===== config.mk =====
export PLATFORM = sky130hd
export DESIGN_NAME = sdram_mrs_seq
export DESIGN_NICKNAME = d
export VERILOG_FILES = /design/src/rtl/sdram_mrs_pkg.sv /design/src/rtl/sdram_mrs_decode.sv /design/src/rtl/sdram_mrs_ctrl.sv /design/src/rtl/sdram_mrs_seq.sv
export SDC_FILE = /design/constraint.sdc
export NUM_CORES = 1
export LEC_CHECK = 0
export BUFFER_PORTS_ARGS = -buffer_cell sky130_fd_sc_hd__buf_2
export CELL_PAD_IN_SITES_DETAIL_PLACEMENT = 0
export CELL_PAD_IN_SITES_GLOBAL_PLACEMENT = 1
export CORE_ASPECT_RATIO = 0.75
export CORE_MARGIN = 2
export CORE_UTILIZATION = 37
export DETAILED_ROUTE_END_ITERATION = 6
export GPL_TIMING_DRIVEN = 0
export PLACE_DENSITY = 0.89
export SETUP_SLACK_MARGIN = 0.2
export SLEW_MARGIN = 20
export SYNTH_ARGS = -nofsm -noshare
export SYNTH_HDL_FRONTEND = slang
export SYNTH_HIERARCHICAL = 1
export SYNTH_SLANG_ARGS = --single-unit

===== constraint.sdc =====
create_clock -name clk -period 1.72 [get_ports clk]
set_clock_uncertainty 0.1 [all_clocks]
set_input_delay 0.516 -clock clk [delete_from_list [all_inputs] [get_ports clk]]
set_output_delay 0.516 -clock clk [all_outputs]
set_load 0.01 [all_outputs]

===== src/rtl/sdram_mrs_pkg.sv =====
package sdram_mrs_pkg;

    // Controller states
    typedef enum logic [1:0] {
        S_IDLE = 2'd0,
        S_TRP  = 2'd1,
        S_TMRD = 2'd2,
        S_ACK  = 2'd3
    } mrs_state_e;

    // {ras_n, cas_n, we_n}
    localparam logic [2:0] CMD_NOP  = 3'b111;
    localparam logic [2:0] CMD_PALL = 3'b010;
    localparam logic [2:0] CMD_MRS  = 3'b000;

    // Bus access size codes
    localparam logic [1:0] SZ_BYTE = 2'b00;

    // Address pin that selects "all banks" on precharge
    localparam int PALL_PIN = 10;

    // Position of the CAS latency code in the re-aligned mode word
    localparam int CL_LSB = 4;

endpackage


===== src/rtl/sdram_mrs_decode.sv =====
module sdram_mrs_decode
    import sdram_mrs_pkg::*;
#(
    parameter int BUS_AW   = 32,
    parameter int OFF_W    = 12,
    parameter int N_AREA   = 2,
    parameter int SDRAM_AW = 14,
    parameter logic [N_AREA*(BUS_AW-OFF_W)-1:0] WIN_TAGS = 40'hFFFFE_FFFFD
) (
    input  logic                bus_req,
    input  logic                bus_we,
    input  logic [1:0]          bus_size,
    input  logic [BUS_AW-1:0]   bus_addr,
    input  logic                bus_narrow,
    output logic                hit,
    output logic [N_AREA-1:0]   area_sel,
    output logic [SDRAM_AW-1:0] mode,
    output logic                legal
);
    localparam int TAG_W = BUS_AW - OFF_W;

    logic [N_AREA-1:0] match;
    logic [OFF_W-1:0]  offset;
    logic [OFF_W-1:0]  aligned;
    logic [2:0]        cl_code;

    for (genvar a = 0; a < N_AREA; a++) begin : g_win
        assign match[a] = (bus_addr[BUS_AW-1:OFF_W] == WIN_TAGS[a*TAG_W +: TAG_W]);
    end

    assign offset   = bus_addr[OFF_W-1:0];
    // 16-bit bus: fields one bit lower than on a 32-bit bus
    assign aligned  = bus_narrow ? (offset >> 1) : (offset >> 2);
    assign mode     = SDRAM_AW'(aligned);
    assign cl_code  = mode[CL_LSB +: 3];

    assign hit      = bus_req && bus_we && (|match);
    assign area_sel = match;
    assign legal    = (bus_size == SZ_BYTE) && (cl_code >= 3'd1) && (cl_code <= 3'd3);

endmodule


===== src/rtl/sdram_mrs_ctrl.sv =====
module sdram_mrs_ctrl
    import sdram_mrs_pkg::*;
#(
    parameter int N_AREA   = 2,
    parameter int SDRAM_AW = 14,
    parameter int TRP_CYC  = 2,
    parameter int TMRD_CYC = 2
) (
    input  logic                clk,
    input  logic                rst_n,
    input  logic                hit,
    input  logic [N_AREA-1:0]   area_sel,
    input  logic [SDRAM_AW-1:0] mode,
    input  logic                legal,
    output logic                bus_wait,
    output logic                bus_ack,
    output logic                bus_err,
    output logic [N_AREA-1:0]   sd_cs_n,
    output logic                sd_ras_n,
    output logic                sd_cas_n,
    output logic                sd_we_n,
    output logic [SDRAM_AW-1:0] sd_addr
);
    localparam int CMAX  = (TRP_CYC > TMRD_CYC) ? TRP_CYC : TMRD_CYC;
    localparam int CNT_W = $clog2(CMAX + 1) > 0 ? $clog2(CMAX + 1) : 1;
    localparam logic [SDRAM_AW-1:0] PALL_ADDR = SDRAM_AW'(1) << PALL_PIN;
    localparam logic [N_AREA-1:0]   CS_OFF    = '1;

    typedef struct packed {
        mrs_state_e          state;
        logic [CNT_W-1:0]    cnt;
        logic [N_AREA-1:0]   sel;
        logic [SDRAM_AW-1:0] mode;
        logic [N_AREA-1:0]   cs_n;
        logic [2:0]          cmd;
        logic [SDRAM_AW-1:0] addr;
        logic                ack;
        logic                err;
    } ctrl_t;

    ctrl_t d, q;

    always_comb begin
        d     = q;
        d.ack = 1'b0;
        d.err = 1'b0;
        unique case (q.state)
            S_IDLE: begin
                d.cs_n = CS_OFF;
                d.cmd  = CMD_NOP;
                d.addr = '0;
                if (hit) begin
                    if (legal) begin
                        d.state = S_TRP;
                        d.cnt   = CNT_W'(TRP_CYC);
                        d.sel   = area_sel;
                        d.mode  = mode;
                        d.cs_n  = ~area_sel;
                        d.cmd   = CMD_PALL;
                        d.addr  = PALL_ADDR;
                    end else begin
                        d.state = S_ACK;
                        d.ack   = 1'b1;
                        d.err   = 1'b1;
                    end
                end
            end
            S_TRP: begin
                if (q.cnt == '0) begin
                    d.state = S_TMRD;
                    d.cnt   = CNT_W'(TMRD_CYC);
                    d.cmd   = CMD_MRS;
                    d.addr  = q.mode;
                end else begin
                    d.cnt  = q.cnt - 1'b1;
                    d.cmd  = CMD_NOP;
                    d.addr = '0;
                end
            end
            S_TMRD: begin
                d.cmd  = CMD_NOP;
                d.addr = '0;
                if (q.cnt == '0) begin
                    d.state = S_ACK;
                    d.cs_n  = CS_OFF;
                    d.ack   = 1'b1;
                end else begin
                    d.cnt = q.cnt - 1'b1;
                end
            end
            default: begin
                d.state = S_IDLE;
            end
        endcase
    end

    always_ff @(posedge clk or negedge rst_n) begin
        if (!rst_n) begin
            q.state <= S_IDLE;
            q.cnt   <= '0;
            q.sel   <= '0;
            q.mode  <= '0;
            q.cs_n  <= CS_OFF;
            q.cmd   <= CMD_NOP;
            q.addr  <= '0;
            q.ack   <= 1'b0;
            q.err   <= 1'b0;
        end else begin
            q <= d;
        end
    end

    assign bus_wait = hit && !q.ack;
    assign bus_ack  = q.ack;
    assign bus_err  = q.err;
    assign sd_cs_n  = q.cs_n;
    assign {sd_ras_n, sd_cas_n, sd_we_n} = q.cmd;
    assign sd_addr  = q.addr;

    assert_one_cs_R9: assert property (@(posedge clk) disable iff (!rst_n)
        $onehot0(~sd_cs_n));

    assert_cs_held_R9: assert property (@(posedge clk) disable iff (!rst_n)
        ((q.state == S_TRP || q.state == S_TMRD) &&
         ($past(q.state) == S_TRP || $past(q.state) == S_TMRD)) |-> $stable(sd_cs_n));

    assert_err_with_ack_R7: assert property (@(posedge clk) disable iff (!rst_n)
        bus_err |-> bus_ack);

    assert_ack_pulse_R5: assert property (@(posedge clk) disable iff (!rst_n)
        bus_ack |=> !bus_ack);

    assert_idle_deselect_R11: assert property (@(posedge clk) disable iff (!rst_n)
        (q.state == S_IDLE) |-> (sd_cs_n == CS_OFF && !bus_ack));

    assert_no_cmd_on_ack_R5: assert property (@(posedge clk) disable iff (!rst_n)
        bus_ack |-> (sd_cs_n == CS_OFF));

endmodule


===== src/rtl/sdram_mrs_seq.sv =====
module sdram_mrs_seq
    import sdram_mrs_pkg::*;
#(
    parameter int BUS_AW   = 32,
    parameter int OFF_W    = 12,
    parameter int N_AREA   = 2,
    parameter int SDRAM_AW = 14,
    parameter int TRP_CYC  = 2,
    parameter int TMRD_CYC = 2,
    parameter logic [N_AREA*(BUS_AW-OFF_W)-1:0] WIN_TAGS = 40'hFFFFE_FFFFD
) (
    input  logic                clk,
    input  logic                rst_n,
    input  logic                bus_req,
    input  logic                bus_we,
    input  logic [1:0]          bus_size,
    input  logic [BUS_AW-1:0]   bus_addr,
    input  logic                bus_narrow,
    output logic                bus_wait,
    output logic                bus_ack,
    output logic                bus_err,
    output logic [N_AREA-1:0]   sd_cs_n,
    output logic                sd_ras_n,
    output logic                sd_cas_n,
    output logic                sd_we_n,
    output logic [SDRAM_AW-1:0] sd_addr
);
    logic                hit;
    logic [N_AREA-1:0]   area_sel;
    logic [SDRAM_AW-1:0] mode;
    logic                legal;

    sdram_mrs_decode #(
        .BUS_AW   (BUS_AW),
        .OFF_W    (OFF_W),
        .N_AREA   (N_AREA),
        .SDRAM_AW (SDRAM_AW),
        .WIN_TAGS (WIN_TAGS)
    ) u_decode (
        .bus_req    (bus_req),
        .bus_we     (bus_we),
        .bus_size   (bus_size),
        .bus_addr   (bus_addr),
        .bus_narrow (bus_narrow),
        .hit        (hit),
        .area_sel   (area_sel),
        .mode       (mode),
        .legal      (legal)
    );

    sdram_mrs_ctrl #(
        .N_AREA   (N_AREA),
        .SDRAM_AW (SDRAM_AW),
        .TRP_CYC  (TRP_CYC),
        .TMRD_CYC (TMRD_CYC)
    ) u_ctrl (
        .clk      (clk),
        .rst_n    (rst_n),
        .hit      (hit),
        .area_sel (area_sel),
        .mode     (mode),
        .legal    (legal),
        .bus_wait (bus_wait),
        .bus_ack  (bus_ack),
        .bus_err  (bus_err),
        .sd_cs_n  (sd_cs_n),
        .sd_ras_n (sd_ras_n),
        .sd_cas_n (sd_cas_n),
        .sd_we_n  (sd_we_n),
        .sd_addr  (sd_addr)
    );

endmodule


==> results of run 1 <==
-- final cells by class --
cell class | count | area [um^2] | share of cell area
sequential | 38 | 958 | 0.288
tap | 78 | 97.6 | 0.0293
clock buffer | 6 | 82.6 | 0.0248
clock inverter | 2 | 12.5 | 0.00376
multi-input combinational | 114 | 1090 | 0.328
buffer | 25 | 275 | 0.0828
timing repair buffer | 98 | 785 | 0.236
inverter | 5 | 23.8 | 0.00715
-- flip-flops by register name, indices dropped and copies added (netlist names) --
register and cells:
u_ctrl/q 18, u_ctrl/sd_we_n 1, u_ctrl/sd_cas_n 1, u_ctrl/sd_cs_n 2
u_ctrl/bus_err 1, u_ctrl/sd_addr 14, u_ctrl/bus_ack 1
-- placed cells by master, fill, tap and decap left out, types with 4 or more instances in the layout --
cell type   n
nand4_1     7
o22a_1      4
nand2b_1    5
mux2_4     13
ha_1        8
clkbuf_8    6
buf_2      35
mux2_2     13
dfstp_2     4
buf_4      35
a22o_1     12
nand2_1     5
buf_6      47
dfrtp_1    32
-- metal layers --
| metal | global-route usage | vias up | part of all wire |
|---|---|---|---|
| met1 | 0.234 | 814 | 0.47 |
| met4 | 0.0597 | 0 | 0.014 |
| li1 | - | 836 | - |
| met5 | 0 | - | 0 |
| met3 | 0.0345 | 8 | 0.039 |
| met2 | 0.273 | 45 | 0.47 |
-- repair_timing --
action,CTS,global route
buffers inserted,29,8
endpoints found under the hold margin,0,0
resized for setup,65,5
cloned,2,0
pin swaps,6,3
endpoints found under the setup margin,57,57
-- final timing paths --
path                                             start                             to  cells past startpoint
max reg2reg                   u_ctrl/q[40]$_DFFE_PN0P_       u_ctrl/q[27]$_DFFE_PN0P_                      6
max in group asynchronous                        rst_n       u_ctrl/q[39]$_DFFE_PN0P_                      1
min in group clk           u_ctrl/sd_cas_n$_DFFE_PN1P_    u_ctrl/sd_cas_n$_DFFE_PN1P_                      2
min                                              rst_n  u_ctrl/sd_addr[4]$_DFFE_PN0P_                      1
min reg2reg                u_ctrl/sd_cas_n$_DFFE_PN1P_    u_ctrl/sd_cas_n$_DFFE_PN1P_                      2
max                                         bus_narrow       u_ctrl/q[27]$_DFFE_PN0P_                      9
-- per-stage QoR --
stage / std cells / TNS, ns / power, uW
floorplan: 182 / -5.44 / 960
global placement: 319 / -11.99 / 1030
detailed placement: 319 / -12.74 / 1030
CTS: 358 / -5.24 / 1700
global route: 366 / -4.64 / 1770
finish: 366 / -3.97 / 1680
-- kinds of logic after synthesis --
| group | count (synthesis) | share of synthesized area |
|---|---|---|
| and+or+nand+nor | 45 | 0.135 |
| adders and majority gates | 10 | 0.0581 |
| muxes | 28 | 0.166 |
| xor gates and xnor gates | 1 | 0.00407 |
| AOI/OAI and AO/OA | 27 | 0.0942 |
| DFF | 38 | 0.444 |
| buffers and inverters | 30 | 0.0959 |
| other | 1 | 0.00174 |
-- report_power, final --
group	switching [uW]	leakage, uW	internal [uW]
registers	0.000678	0.000509	893
clock network	324	0.0000472	322
logic	60.5	0.00112	79.9
total	385	0.00168	1300
-- critical path: stages --
cell	delay [ns]
buf_8	0.10
buf_12	0.12
mux2_4	0.31
nor4_4	0.20
buf_4	0.16
nand3_4	0.12
buf_6	0.15
buf_6	0.11
mux2_4	0.29
==> impl_results.md, run 1 <==
* Reg-to-reg slack, setup at approximately 0.09 ns
* Netlist Area Pre-Place at between 0.002 and 0.0025 mm^2
* Residual DRC at 0
* Share of cells above drive strength 1 at 0.635
* Mapped Cells at 180
* Crit path launch type: input port
* Post-route cell area at 0.00333 mm^2
* Final Setup Violations at 24
* Initial antenna violation count at 0
* Minimum clock period at 1.99 ns
* Setup WS post-layout at -0.268 ns
* Synth top area share at 0.395
* Dpl hpwl at 3.32 mm
* Total core area at around 0.0057 mm^2
* Io pins at slightly above 60
* H-tree depth at 2
* Fin nets at between 300 and 400
* CTS Sinks at 38
* Routed wire per std cell at 13.9 um
* PortBufs at 59
* Crit. End Element: register
* Vias in the first global route at 1,734
* Fmax at 503 MHz
* Vias/cell at about 4.7
* Routability cong. at between 0.7 and 0.8
* Post-synth top cells: dfrtp_1, buf_4, mux2_2
* WP data required at 1.80 ns
* Asr flop ratio synth at 1.00
* HP Class: in -> async
* Detailed Route Iter0 Violations at between 40 and 50
* Leak Pwr at roughly 0.0017 uW
* Ys flop type: dfrtp_1
* Die Wd at 92.1 um
* Worst slew margin at 0.446
* Total GRT Usage at 0.171
* Die height at 70.0 um
* Final period util at 1.16
* Slew of the pin with the lowest slew margin at 0.830 ns
* CP arrival at between 2 and 2.5 ns
* Clock Tree Buf Depth at 2
* N_diodes at 0
* Outcome: finished, violations left
* Clock Pin Slew Worst Setup and Hold Paths at 0.08 ns
* Post-DP Area at roughly 0.0026 mm^2
* Largest net degree at the start of global routing at 39
* Max Cap Viol at 0
* 1st-pass router iterations at 4
* Worst-path fanout max at 4
* Fin. Hold Viols at 0
* Final core utilization at 0.583
* Violated checks: setup timing
* Fill cell count at 465
* Effective utilization at floorplan at 0.377
* Die Area at between 0.006 and 0.007 mm^2
* VDD IR-drop max at around 0.26 mV
* Synth area leader: dfrtp_1
* Top post-synthesis cells by area: dfrtp_1, mux2_4, buf_4
* Root buf cell: clkbuf_8
* Routed vias at about 1,700
* Detail Route Antenna Nets at 0
* Synth unique cells at 35
* Row count at 24
* Synthesis-to-layout area growth at 54.5%
* Max Slew Vio Count at 0
* Post-synth EDFFs at 0
* First-pass GRT wire length at 8.66 mm
* Syn avg cell area at 12.0 um^2
* CTS tree: built
* Final hold slack at 0.217 ns
* RSZ-0062 raised after global routing: true
* Clk_lat worst skew at 0.29 ns
* Dpl ws at -0.625 ns
* Part of the Yosys area used for sequential elements at 0.444
* Most frequent cell after synthesis: dfrtp_1
* TritonCTS Buffers at 5
* Critical path class: in -> reg
* Synthesis Warnings at 6
* Cts hold-fix bufs at 0
* Synth Register Bits at 38
* PwrDens at approximately 510 mW/mm^2
* GRT overflow at 0
* Routed wire length at 5.07 mm
(Power assumes the default switching activity.)
==> run 2: changes to the inputs <==
--- a/config.mk
+++ b/config.mk
@@ -14,6 +14,7 @@
 export DETAILED_ROUTE_END_ITERATION = 6
 export GPL_TIMING_DRIVEN = 0
 export PLACE_DENSITY = 0.89
+export RECOVER_POWER = 100
 export SETUP_SLACK_MARGIN = 0.2
 export SLEW_MARGIN = 20
 export SYNTH_ARGS = -nofsm -noshare
==> impl_results.md, run 2 (synthesis results as in run 1) <==
* Synthesis-to-layout area growth at 53.5%
* Most Used Layer, Global Route: met2
* Effective utilization at floorplan at 0.377 (unchanged)
* Max Cap Viol at 0 (unchanged)
* Sw frac at 0.229 (about the same)
* Worst reg2reg endpoint: u_ctrl/sd_addr[11]$_DFFE_PN0P_
* Internal power at 1290 uW (about the same)
* Most frequent cells in the layout: buf_4, buf_6, dfrtp_1
* H-tree depth at 2 (unchanged)
* Crit. End Element: register
* Routability cong. at 0.764 (unchanged)
* Fin. Hold Viols at 0 (unchanged)
* PwrDens at 508 mW/mm^2 (+0.63%)
* Vias/cell at 4.63 (-0.59%)
* CP arrival at 2.07 ns (about the same)
* 1st-pass router iterations at 4 (unchanged)
* Max reg flops at 18 (unchanged)
* CTS Sinks at 38 (unchanged)
* Violated checks: setup timing
* Minimum clock period at 1.99 ns (-0.0000360 ns)
* Crit path launch type: input port
* Clock Pin Slew Worst Setup and Hold Paths at 0.07 ns (about the same)
* Worst-path fanout max at 4 (unchanged)
* VDD IR-drop max at 0.259 mV (+0.28%)
* Critical path class: in -> reg
* Share of cells above drive strength 1 at 0.563 (-0.0729)
* Routed wire length at 5.07 mm (-0.14%)
* Reg2reg start: u_ctrl/q[40]$_DFFE_PN0P_
* Die Area at 0.00645 mm^2 (unchanged)
* Placed cell count at 319 (unchanged)
* HP Class: in -> async
* Die height at 70.0 um (unchanged)
* First-pass GRT wire length at 8.66 mm (unchanged)
* Residual DRC at 0 (unchanged)
* Final core utilization at 0.579 (-0.00395)
* Vias in the first global route at 1,734 (unchanged)
* Slew of the pin with the lowest slew margin at 0.930 ns (+0.0997 ns)
* Fmax at 503 MHz (about the same)
* Initial antenna violation count at 0 (unchanged)
* Clock power share at 0.385 (about the same)
* Dpl hpwl at 3.32 mm (unchanged)
* Routed wire per std cell at 13.8 um (-0.14%)
* GR Util met3 at 0.0345 (unchanged)
* Routed vias at 1,693 (-0.59%)
* Largest net degree at the start of global routing at 39 (unchanged)
* Clk_lat worst skew at 0.29 ns (about the same)
* PortBufs at 59 (unchanged)
* Setup WS post-layout at -0.268 ns (+0.0000360 ns)
* CTS tree: built
* Final Setup Violations at 25 (+4.2%)
* RSZ-0062 raised after global routing: true
* Logic pwr share at 0.084 (about the same)
* GRT overflow at 0 (unchanged)
* Reg-to-reg slack, setup at 0 ns (-0.09 ns)
* Switching power at 385 uW (about the same)
* WP data required at 1.80 ns (about the same)
* N_diodes at 0 (unchanged)
* Clock Tree Buf Depth at 2 (unchanged)
* Biggest register: u_ctrl/q
* Io pins at 61 (unchanged)
* TritonCTS Buffers at 5 (unchanged)
* Most common cell after layout, fill and taps aside: buf_4
* Fin nets at 336 (unchanged)
* Total GRT Usage at 0.171 (unchanged)
* Total core area at 0.00571 mm^2 (unchanged)
* Worst slew margin at 0.380 (-0.0664)
* Row count at 24 (unchanged)
* Max Slew Vio Count at 0 (unchanged)
* Final period util at 1.16 (about the same)
* Leak Pwr at 0.00164 uW (-2.4%)
* Detail Route Antenna Nets at 0 (unchanged)
* Setup TNS at -3.95 ns (+0.0247 ns)
* Sequential share of power at 0.532 (about the same)
* Root buf cell: clkbuf_8
* Die Wd at 92.1 um (unchanged)
* Met2 Resource Use GR at 0.273 (unchanged)
* Detailed Route Iter0 Violations at 49 (+6.5%)
* Outcome: finished, violations left
* Met1 Resource Use GR at 0.234 (unchanged)
* R2r worst-path depth at 6 (unchanged)
* Layout Cells excl Fill at 366 (unchanged)
## run 2: cell count changes in the layout (fill, tap and decap cells not counted), moves of 3 or more
cell and change:
buf_2 -3, buf_6 -14, clkdlybuf4s15_1 +13, dfstp_2 -4, clkbuf_1 +3, dfstp_1 +4
## run 2: worst max-delay path: stages
cell and delay [ns]:
buf_8 0.10, buf_12 0.12, mux2_4 0.31, nor4_4 0.20, buf_4 0.16, nand3_4 0.12
buf_6 0.15, buf_6 0.11, mux2_4 0.29
## run 2: worst max-delay path by stage
stage               depth (start not counted)  slack, ns                        to       start
floorplan                                   6      -0.33  u_ctrl/q[21]$_DFFE_PN0P_  bus_narrow
global placement                            7      -0.59  u_ctrl/q[24]$_DFFE_PN0P_  bus_narrow
detailed placement                          7      -0.62  u_ctrl/q[34]$_DFFE_PN0P_  bus_narrow
CTS                                         9      -0.30  u_ctrl/q[27]$_DFFE_PN0P_  bus_narrow
global route                                9      -0.29  u_ctrl/q[27]$_DFFE_PN0P_  bus_narrow
finish                                      9      -0.27  u_ctrl/q[27]$_DFFE_PN0P_  bus_narrow
## run 2: through the flow
step,hold slack [ns],cell area [um^2],total power (uW),setup slack (ns)
after floorplan,0.120,2220,960,-0.334
after global placement,0.355,2610,1030,-0.594
after detailed placement,0.358,2610,1030,-0.625
after CTS,0.245,3250,1700,-0.302
after global routing,0.316,3300,1760,-0.295
final,0.250,3300,1680,-0.268
## run 2: metal layers
metal | wire length [um] | up-vias
met5 | 0 | -
met4 | 70 | 0
met3 | 163 | 8
met2 | 2410 | 34
met1 | 2420 | 816
li1 | - | 835
## run 2: area by class of cell
cell class	count	area (um^2)
fillers	482	2400
multi-input cells	114	1090
repair buffers	98	782
clock inverters	2	12.5
plain buffers	25	258
well taps	78	97.6
inverters	5	22.5
flip-flops and latches	38	957
clock buffers	6	82.6
## run 2: repair_timing
item,in CTS,in global routing
setup endpoints to repair,57,57
gates cloned,2,0
resized for setup,65,5
hold buffers,0,0
hold endpoints to repair,0,0
pin swaps,6,3
buffers inserted,29,8
## run 2: power by group through the flow
stage	logic (uW)	registers (uW)	clock network, uW
2_1_floorplan	49.1	911	0
3_3_place_gp	118	910	0
3_5_place_dp	120	910	0
4_1_cts	140	893	665
5_1_grt	155	892	717
6_report	140	893	646
